--- src/rtl/cfg_ldr_pkg.sv ---
package cfg_ldr_pkg;
  typedef struct packed {
    logic sample;   // capture romData this edge
    logic hiByte;   // captured byte is the upper half of a word
    logic finish;   // this capture completes the final word
    logic idle;     // sequencer is parked in its done state
  } ldrStrobe_t;
endpackage

--- src/rtl/cfg_ldr_ctrl.sv ---
module cfg_ldr_ctrl
  import cfg_ldr_pkg::*;
#(
  parameter int WORDS       = 8,
  parameter int HOLD_CYCLES = 4,
  localparam int BYTES = 2 * WORDS,
  localparam int AW    = $clog2(BYTES),
  localparam int IW    = (WORDS > 1) ? $clog2(WORDS) : 1,
  localparam int HW    = (HOLD_CYCLES > 1) ? $clog2(HOLD_CYCLES) : 1
) (
  input  logic          clk,
  input  logic          rst,
  input  logic          skipLoad,
  output logic [AW-1:0] romAddr,
  output logic          romRdEn,
  output logic [IW-1:0] wordIdx,
  output ldrStrobe_t    strobe
);
  typedef enum logic {ST_LOAD, ST_DONE} ldrState_t;

  ldrState_t     state;
  logic [AW-1:0] byteCnt;
  logic [HW-1:0] holdCnt;
  logic          lastHold;
  logic          lastByte;

  assign lastHold = (state == ST_LOAD) && (holdCnt == HW'(HOLD_CYCLES - 1));
  assign lastByte = (byteCnt == AW'(BYTES - 1));

  always_ff @(posedge clk) begin
    if (rst) begin
      state   <= skipLoad ? ST_DONE : ST_LOAD;
      byteCnt <= '0;
      holdCnt <= '0;
    end else if (state == ST_LOAD) begin
      if (lastHold) begin
        holdCnt <= '0;
        if (lastByte) state <= ST_DONE;
        else          byteCnt <= byteCnt + AW'(1);
      end else begin
        holdCnt <= holdCnt + HW'(1);
      end
    end
  end

  always_comb begin
    strobe.sample = lastHold;
    strobe.hiByte = byteCnt[0];
    strobe.finish = lastHold && lastByte;
    strobe.idle   = (state == ST_DONE);
  end

  assign romAddr = byteCnt;
  assign romRdEn = (state == ST_LOAD);
  assign wordIdx = IW'(byteCnt >> 1);
endmodule

--- src/rtl/cfg_ldr_data.sv ---
module cfg_ldr_data
  import cfg_ldr_pkg::*;
#(
  parameter int WORDS = 8,
  localparam int IW = (WORDS > 1) ? $clog2(WORDS) : 1
) (
  input  logic                clk,
  input  logic                rst,
  input  ldrStrobe_t          strobe,
  input  logic [IW-1:0]       wordIdx,
  input  logic [7:0]          romData,
  output logic [16*WORDS-1:0] cfgWords,
  output logic                loadDone
);
  logic [7:0] loByte;

  always_ff @(posedge clk) begin
    if (rst)                          loByte <= '0;
    else if (strobe.sample && !strobe.hiByte) loByte <= romData;
  end

  for (genvar i = 0; i < WORDS; i++) begin : g_word
    logic [15:0] wordReg;
    always_ff @(posedge clk) begin
      if (rst)
        wordReg <= '0;
      else if (strobe.sample && strobe.hiByte && wordIdx == IW'(i))
        wordReg <= {romData, loByte};
    end
    assign cfgWords[16*i +: 16] = wordReg;
  end

  always_ff @(posedge clk) begin
    if (rst)                              loadDone <= 1'b0;
    else if (strobe.finish || strobe.idle) loadDone <= 1'b1;
  end
endmodule

--- src/rtl/cfg_eeprom_loader.sv ---
module cfg_eeprom_loader
  import cfg_ldr_pkg::*;
#(
  parameter int WORDS       = 8,
  parameter int HOLD_CYCLES = 4,
  localparam int AW = $clog2(2 * WORDS),
  localparam int IW = (WORDS > 1) ? $clog2(WORDS) : 1
) (
  input  logic                clk,
  input  logic                rst,
  input  logic                skipLoad,
  input  logic [7:0]          romData,
  output logic [AW-1:0]       romAddr,
  output logic                romRdEn,
  output logic [16*WORDS-1:0] cfgWords,
  output logic                loadDone,
  output logic                hostRetry
);
  ldrStrobe_t    strobe;
  logic [IW-1:0] wordIdx;

  cfg_ldr_ctrl #(.WORDS(WORDS), .HOLD_CYCLES(HOLD_CYCLES)) u_ctrl (
    .clk(clk), .rst(rst), .skipLoad(skipLoad),
    .romAddr(romAddr), .romRdEn(romRdEn), .wordIdx(wordIdx), .strobe(strobe)
  );

  cfg_ldr_data #(.WORDS(WORDS)) u_data (
    .clk(clk), .rst(rst), .strobe(strobe), .wordIdx(wordIdx),
    .romData(romData), .cfgWords(cfgWords), .loadDone(loadDone)
  );

  assign hostRetry = ~loadDone;
endmodule

--- config.mk ---
export PLATFORM = sky130hd
export DESIGN_NAME = cfg_eeprom_loader
export DESIGN_NICKNAME = d
export VERILOG_FILES = /design/src/rtl/cfg_ldr_pkg.sv /design/src/rtl/cfg_ldr_ctrl.sv /design/src/rtl/cfg_ldr_data.sv /design/src/rtl/cfg_eeprom_loader.sv
export SDC_FILE = /design/constraint.sdc
export NUM_CORES = 1
export LEC_CHECK = 0
export BUFFER_PORTS_ARGS = -buffer_cell sky130_fd_sc_hd__clkbuf_2
export CAP_MARGIN = 20
export CORE_UTILIZATION = 59
export CTS_BUF_LIST = sky130_fd_sc_hd__clkbuf_4
export DETAILED_ROUTE_END_ITERATION = 7
export GPL_ROUTABILITY_DRIVEN = 0
export PLACE_DENSITY = 0.87
export SYNTH_ARGS = -nofsm -noshare
export SYNTH_HDL_FRONTEND = slang
export SYNTH_HIERARCHICAL = 1
export SYNTH_SLANG_ARGS = --single-unit
--- constraint.sdc ---
create_clock -name clk -period 3.5 [get_ports clk]
set_input_delay 0.35 -clock clk [delete_from_list [all_inputs] [get_ports clk]]
set_output_delay 0.35 -clock clk [all_outputs]
set_load 0.02 [all_outputs]
==> run metrics, run 1 <==
largest family of logic cells by synthesized area multiplexers; Top Ports 146; ANT cells 0; Final setup viols 0; Post-Synthesis Cells 542; first-pass GRT wire length 19.89 mm; Crit. End Element flop; CP Max Fanout 13; Critical R2R Launch u_ctrl/holdCnt[0]; Synth Area in Compound Gates 1.318%; Final Max Tran Viols 0; number of port buffers 145; vias 4089; status completed; crit path launch u_ctrl/holdCnt[0]; clock transition at the registers of the reported paths 120 ps; Pre-antenna DRT Iters 4; Antenna Nets Post-Route 0; post-DP HPWL 8.785 mm; htree depth 4; crit path kind reg -> reg; Tot GR Track Use 25.85%; CP max stage delay 680 ps; core area 9371 um2; Post-Synth Simple-Gate Area 20.60%; clk root buf clkbuf_4; sequential share of the synthesized area 49.79%; Buf/Inv on CP 0; pwr dens 438.9 nW/um2; Synth Area in XOR/XNOR 0%; mapped cell area 5789 um2; fillcell total 716; critical path's slowest cell and2_1; Routed wire per std cell 16.43 um; data required time at the worst endpoint 3940 ps; Switching Fraction 21.80%; initial drt markers 188; total number of yosys warnings 6; worst hold path class in -> reg; Layout area overhead 16.81%; CP startpoint kind flop; Flop pwr share 55.5%; Gate power share 3.2%; synthesis-stage register bit count 144; initial antenna violation count 0; DR DRC count 0; final hold violations 0; P_sw 0.0006470 W; postcts setup bufs 0; hold wc startpoint romData[0]; post-cts resize count 0; proportion of synthesized area in mux cells 22.74%; die height 101.1 um; clock group share of total power 41.3%; DIE WIDTH 101.1 um; slew margin rel. 49.51%; Fmax 441.9 MHz; clock skew 22.37 ps; delay-heaviest family, CP simple AND/OR/NAND/NOR gates; Clock Path Buffers 2; grt ovf 0; Final #Nets 667; most frequent cells in the layout 145 x nand2b_1, 144 x clkbuf_2, 144 x dfxtp_1, 130 x mux2i_1, 23 x nand2_1; initial core utilization 61.78%; CP Cell Sequence ha_1, nor2b_2, and3b_1, and2_1, mux2i_1; RSZ-0062 raised after global routing false; Die ar. 10210 um2; largest net degree at the start of global routing 161; max-cap viol count 0; post-route clock period utilization 64.66%; syn_nets 555; maximum vdd ir drop 0.2349 mV; min Tclk post-route 2263 ps; total CTS buffers 17; drt via density 5.143; commonest non-fill, non-tap cell in the layout nand2b_1; layout cell share with drive strength beyond 1 28.08%; vias in the first global route 3887; clock sink count 144; cts-stage hold buffer count 0; overall power 0.002968 W; syn avg cell area 10.68 um2; Worst-Skew Late Latency 510 ps; final wirelength 13.06 mm; synth unique cells 31; Final TNS setup 0 ps; post-synthesis adder-cell area fraction 0.4322%; Leakage Power 3.512 nW; row cnt 35; Pint 0.002321 W; CTS tree yes; Worst Path Arrival 2700 ps; Slew @ Worst Pin 757.4 ps
[registers in the layout, summed over array words and instances, names as in the netlist]
name	cells
u_ctrl/state	1
u_data/loByte	8
u_ctrl/holdCnt	2
u_data/g_word.wordReg	128
u_ctrl/romAddr	4
u_data/loadDone	1
[worst register-to-register path: stages, from the launching register on]
cell     delay [ps]
dfxtp_1         380
ha_1            230
nor2b_2         270
and3b_1         360
and2_1          680
mux2i_1         270
[power by group through the flow]
stage	logic [W]	clock network, W	registers, W
2_1_floorplan	0.0000688	0	0.00169
3_3_place_gp	0.0000888	0	0.00168
3_5_place_dp	0.0000909	0	0.00169
4_1_cts	0.0000909	0.00124	0.00165
5_1_grt	0.000101	0.00131	0.00165
6_report	0.0000940	0.00123	0.00165
[synth_stat cells (all sizes together)]
cell	instances	share of area [%]
nor3	3	0.26
o22a	1	0.15
nor2	6	0.39
inv	3	0.19
and3	1	0.11
buf	37	3.9
nand3b	1	0.35
nand3	3	0.56
nor2b	4	0.52
and2	3	0.37
and4b	1	0.17
o41ai	1	0.15
and3b	1	0.15
mux2	1	0.26
ha	2	0.43
and2b	1	0.13
nand2	27	1.9
mux2i	130	22
nand2b	145	16
a21oi	10	0.86
dfxtp	144	50
o311ai	1	0.15
clkbuf	16	1.0
[per-stage QoR]
stage | cells | instance area, um2 | hold slack [ps] | util (%) | worst slack, ps
detailed placement | 763 | 6394 | 447.8 | 68.22 | 1292
floorplan | 542 | 5789 | 422.4 | - | 1696
finish | 795 | 6763 | 71.30 | 72.16 | 1237
global route | 795 | 6763 | 38.86 | 72.16 | 1055
CTS | 794 | 6735 | 35.83 | 71.87 | 1245
global placement | 763 | 6394 | 443.5 | 68.22 | 1402
[cell type report]
class	instances	area, um2	area share, %
Sequential cell	144	2883	42.63
Inverter	3	11.26	0.1665
Clock buffer	17	127.6	1.887
Timing Repair Buffer	146	755.7	11.17
Tap cell	129	161.4	2.387
Multi-Input combinational cell	342	2610	38.59
Clock inverter	14	214.0	3.164
[metal layers]
layer | track usage, % | vias to the layer above | wire length, um | part of all wire (%)
li1 | - | 1982 | - | -
met1 | 33.48 | 1964 | 5831 | 45
met4 | 10.37 | 0 | 227 | 1.7
met2 | 42.23 | 128 | 6275 | 48
met3 | 5.201 | 15 | 730 | 5.6
met5 | 0 | - | 0 | 0
[logic make-up after synthesis]
group | count (synthesis)
DFF | 144
muxes | 131
and+or+nand+nor | 196
adders and majority gates | 2
AOI/OAI and AO/OA | 13
buffers and inverters | 56
[worst paths after layout]
| kind | slack [ps] | endpoint | cells past startpoint |
|---|---|---|---|
| setup / recovery | 1240 | u_data/g_word[1].wordReg[10] | 5 |
| hold / removal | 70 | u_data/loByte[0] | 3 |
| setup reg to reg | 1240 | u_data/g_word[1].wordReg[10] | 5 |
| hold reg to reg | 470 | u_data/loByte[7] | 2 |
Power figures use the tool's default switching activity.
==> run 2: changes to the inputs <==
CORE_UTILIZATION = 55   (was 59)
PLACE_DENSITY = 0.82   (was 0.87)
clock period = 2.2 ns   (was 3.5 ns; I/O delays follow)
==> run metrics, run 2 (synthesized netlist as in run 1, its figures left out) <==
DIE WIDTH 104.6 um (was 101.1 um); maximum vdd ir drop 0.3702 mV (was 0.2349 mV); Final #Nets 681 (was 667); Antenna Nets Post-Route 0 (unchanged); largest net degree at the start of global routing 67 (was 161); met2 wire length 6.602 mm (was 6.275 mm); DR DRC count 0 (unchanged); clock skew 17.84 ps (was 22.37 ps); htree depth 4 (unchanged); Tot GR Track Use 25.47% (was 25.85%); commonest non-fill, non-tap cell in the layout nand2b_1 (unchanged); r2r worst-path depth 5 (unchanged); Largest Register u_data/g_word.wordReg (unchanged); Final Util 67.06% (was 72.16%); clock transition at the registers of the reported paths 110 ps (was 120 ps); layout cell share with drive strength beyond 1 28.05% (was 28.08%); hold path cells 2 (was 3); Post-DP Area 6447 um2 (was 6394 um2); critical path's slowest cell dfxtp_1 (was and2_1); Slew @ Worst Pin 588.9 ps (was 757.4 ps); final hold violations 0 (unchanged); slew margin rel. 60.66% (was 49.51%); overall power 0.004806 W (was 0.002968 W); first-pass GRT wire length 21.44 mm (was 19.89 mm); worst hold path class in -> reg (unchanged); total CTS buffers 17 (unchanged); CP startpoint kind flop (unchanged); Final setup viols 0 (unchanged); WL met3 646 um (was 730 um); final wirelength 13.37 mm (was 13.06 mm); Highest Signal Layer met4 (unchanged); Layout area overhead 19.04% (was 16.81%); Worst Path Arrival 2320 ps (was 2700 ps); number of port buffers 145 (unchanged); Routed wire per std cell 16.36 um (was 16.43 um); Clock Path Buffers 2 (unchanged); initial antenna violation count 0 (unchanged); most frequent cells in the layout 145 x nand2b_1, 144 x clkbuf_2, 144 x dfxtp_1, 130 x mux2i_1, 23 x nand2_1 (unchanged); data required time at the worst endpoint 2590 ps (was 3940 ps); ANT cells 0 (unchanged); M1 WL 5.968 mm (was 5.831 mm); Buf/Inv on CP 0 (unchanged); CP Depth 5 (unchanged); Crit. End Element flop (unchanged); Final TNS setup 0 ps (unchanged); post-DP HPWL 9.236 mm (was 8.785 mm); pwr dens 697.3 nW/um2 (was 438.9 nW/um2); grt ovf 0 (unchanged); Final Max Tran Viols 0 (unchanged); vias in the first global route 4128 (was 3887); delay-heaviest family, CP simple AND/OR/NAND/NOR gates (unchanged); vias 4115 (was 4089); Pre-antenna DRT Iters 5 (was 4); fillcell total 837 (was 716); initial drt markers 138 (was 188); max reg flops 128 (unchanged); CP max stage delay 370 ps (was 680 ps); Leakage Power 3.578 nW (was 3.512 nW); post-cts resize count 0 (unchanged); crit path kind reg -> reg (unchanged); clock sink count 144 (unchanged); RSZ-0062 raised after global routing false (unchanged); status completed (unchanged); die height 104.6 um (was 101.1 um); CTS tree yes (unchanged); drt via density 5.037 (was 5.143); CP Cell Sequence ha_1, nor2b_2, and3b_1, nand2_2, mux2i_1 (was ha_1, nor2b_2, and3b_1, and2_1, mux2i_1); Fmax 516.8 MHz (was 441.9 MHz); core area 10280 um2 (was 9371 um2); Top Ports 146 (unchanged); Final Cell Area 6892 um2 (was 6763 um2); max-cap viol count 0 (unchanged); min Tclk post-route 1935 ps (was 2263 ps); CP Max Fanout 16 (was 13); post-route clock period utilization 87.95% (was 64.66%); row cnt 37 (was 35); Worst-Skew Late Latency 530 ps (was 510 ps); Die ar. 10940 um2 (was 10210 um2); initial core utilization 56.33% (was 61.78%); clk root buf clkbuf_4 (unchanged)
-- run 2: cell types whose count changed in the layout (fill, tap and decap cells not counted) --
cell,change
dlygate4sd3_1,+9
clkbuf_4,+1
clkinv_1,+2
inv_6,-1
buf_16,-1
clkinv_4,-3
clkinvlp_4,-1
clkinv_2,+2
bufinv_16,+1
buf_4,+6
-- run 2: cell type report --
type	instances	area (um2)	share of cell area (%)
well taps	136	170.2	2.469
repair buffers	160	863.3	12.53
clock inverters	14	219.0	3.177
multi-input cells	342	2610	37.87
flip-flops and latches	144	2883	41.83
inverters	3	11.26	0.1634
clock buffers	18	135.1	1.961
-- run 2: path summary, 6_finish.rpt --
path	start	end	slack (ps)
min	rst	u_data/loadDone	110
max	u_ctrl/holdCnt[0]	u_data/g_word[2].wordReg[1]	270
max reg2reg	u_ctrl/holdCnt[0]	u_data/g_word[2].wordReg[1]	270
min reg2reg	u_data/loByte[0]	u_data/loByte[0]	470
-- run 2: through the flow --
step,std cells,setup WS [ps],hold WS (ps)
after global routing,817,94.81,108.6
after detailed placement,776,275.0,448.1
after CTS,817,247.2,63.58
after floorplan,542,395.5,292.4
after global placement,776,356.2,442.7
final,817,265.0,111.2
-- run 2: metal layers --
metal | vias up | GRT usage (%)
met3 | 13 | 5.552
met4 | 0 | 11.57
met1 | 1971 | 32.85
met5 | - | 0
li1 | 2014 | -
met2 | 117 | 40.87
-- run 2: repair_timing --
| action | 4_1_cts | 5_1_grt |
|---|---|---|
| hold buffers | 9 | 0 |
| hold endpoints to repair | 9 | 0 |
| buffers inserted | 0 | 0 |
-- run 2: where the power goes --
| group | internal [W] | switching [W] | total [W] |
|---|---|---|---|
| clock network | 0.00112 | 0.000899 | 0.00202 |
| registers | 0.00261 | 0.00000856 | 0.00262 |
| logic | 0.0000752 | 0.0000856 | 0.000161 |
| total | 0.00381 | 0.000993 | 0.00481 |
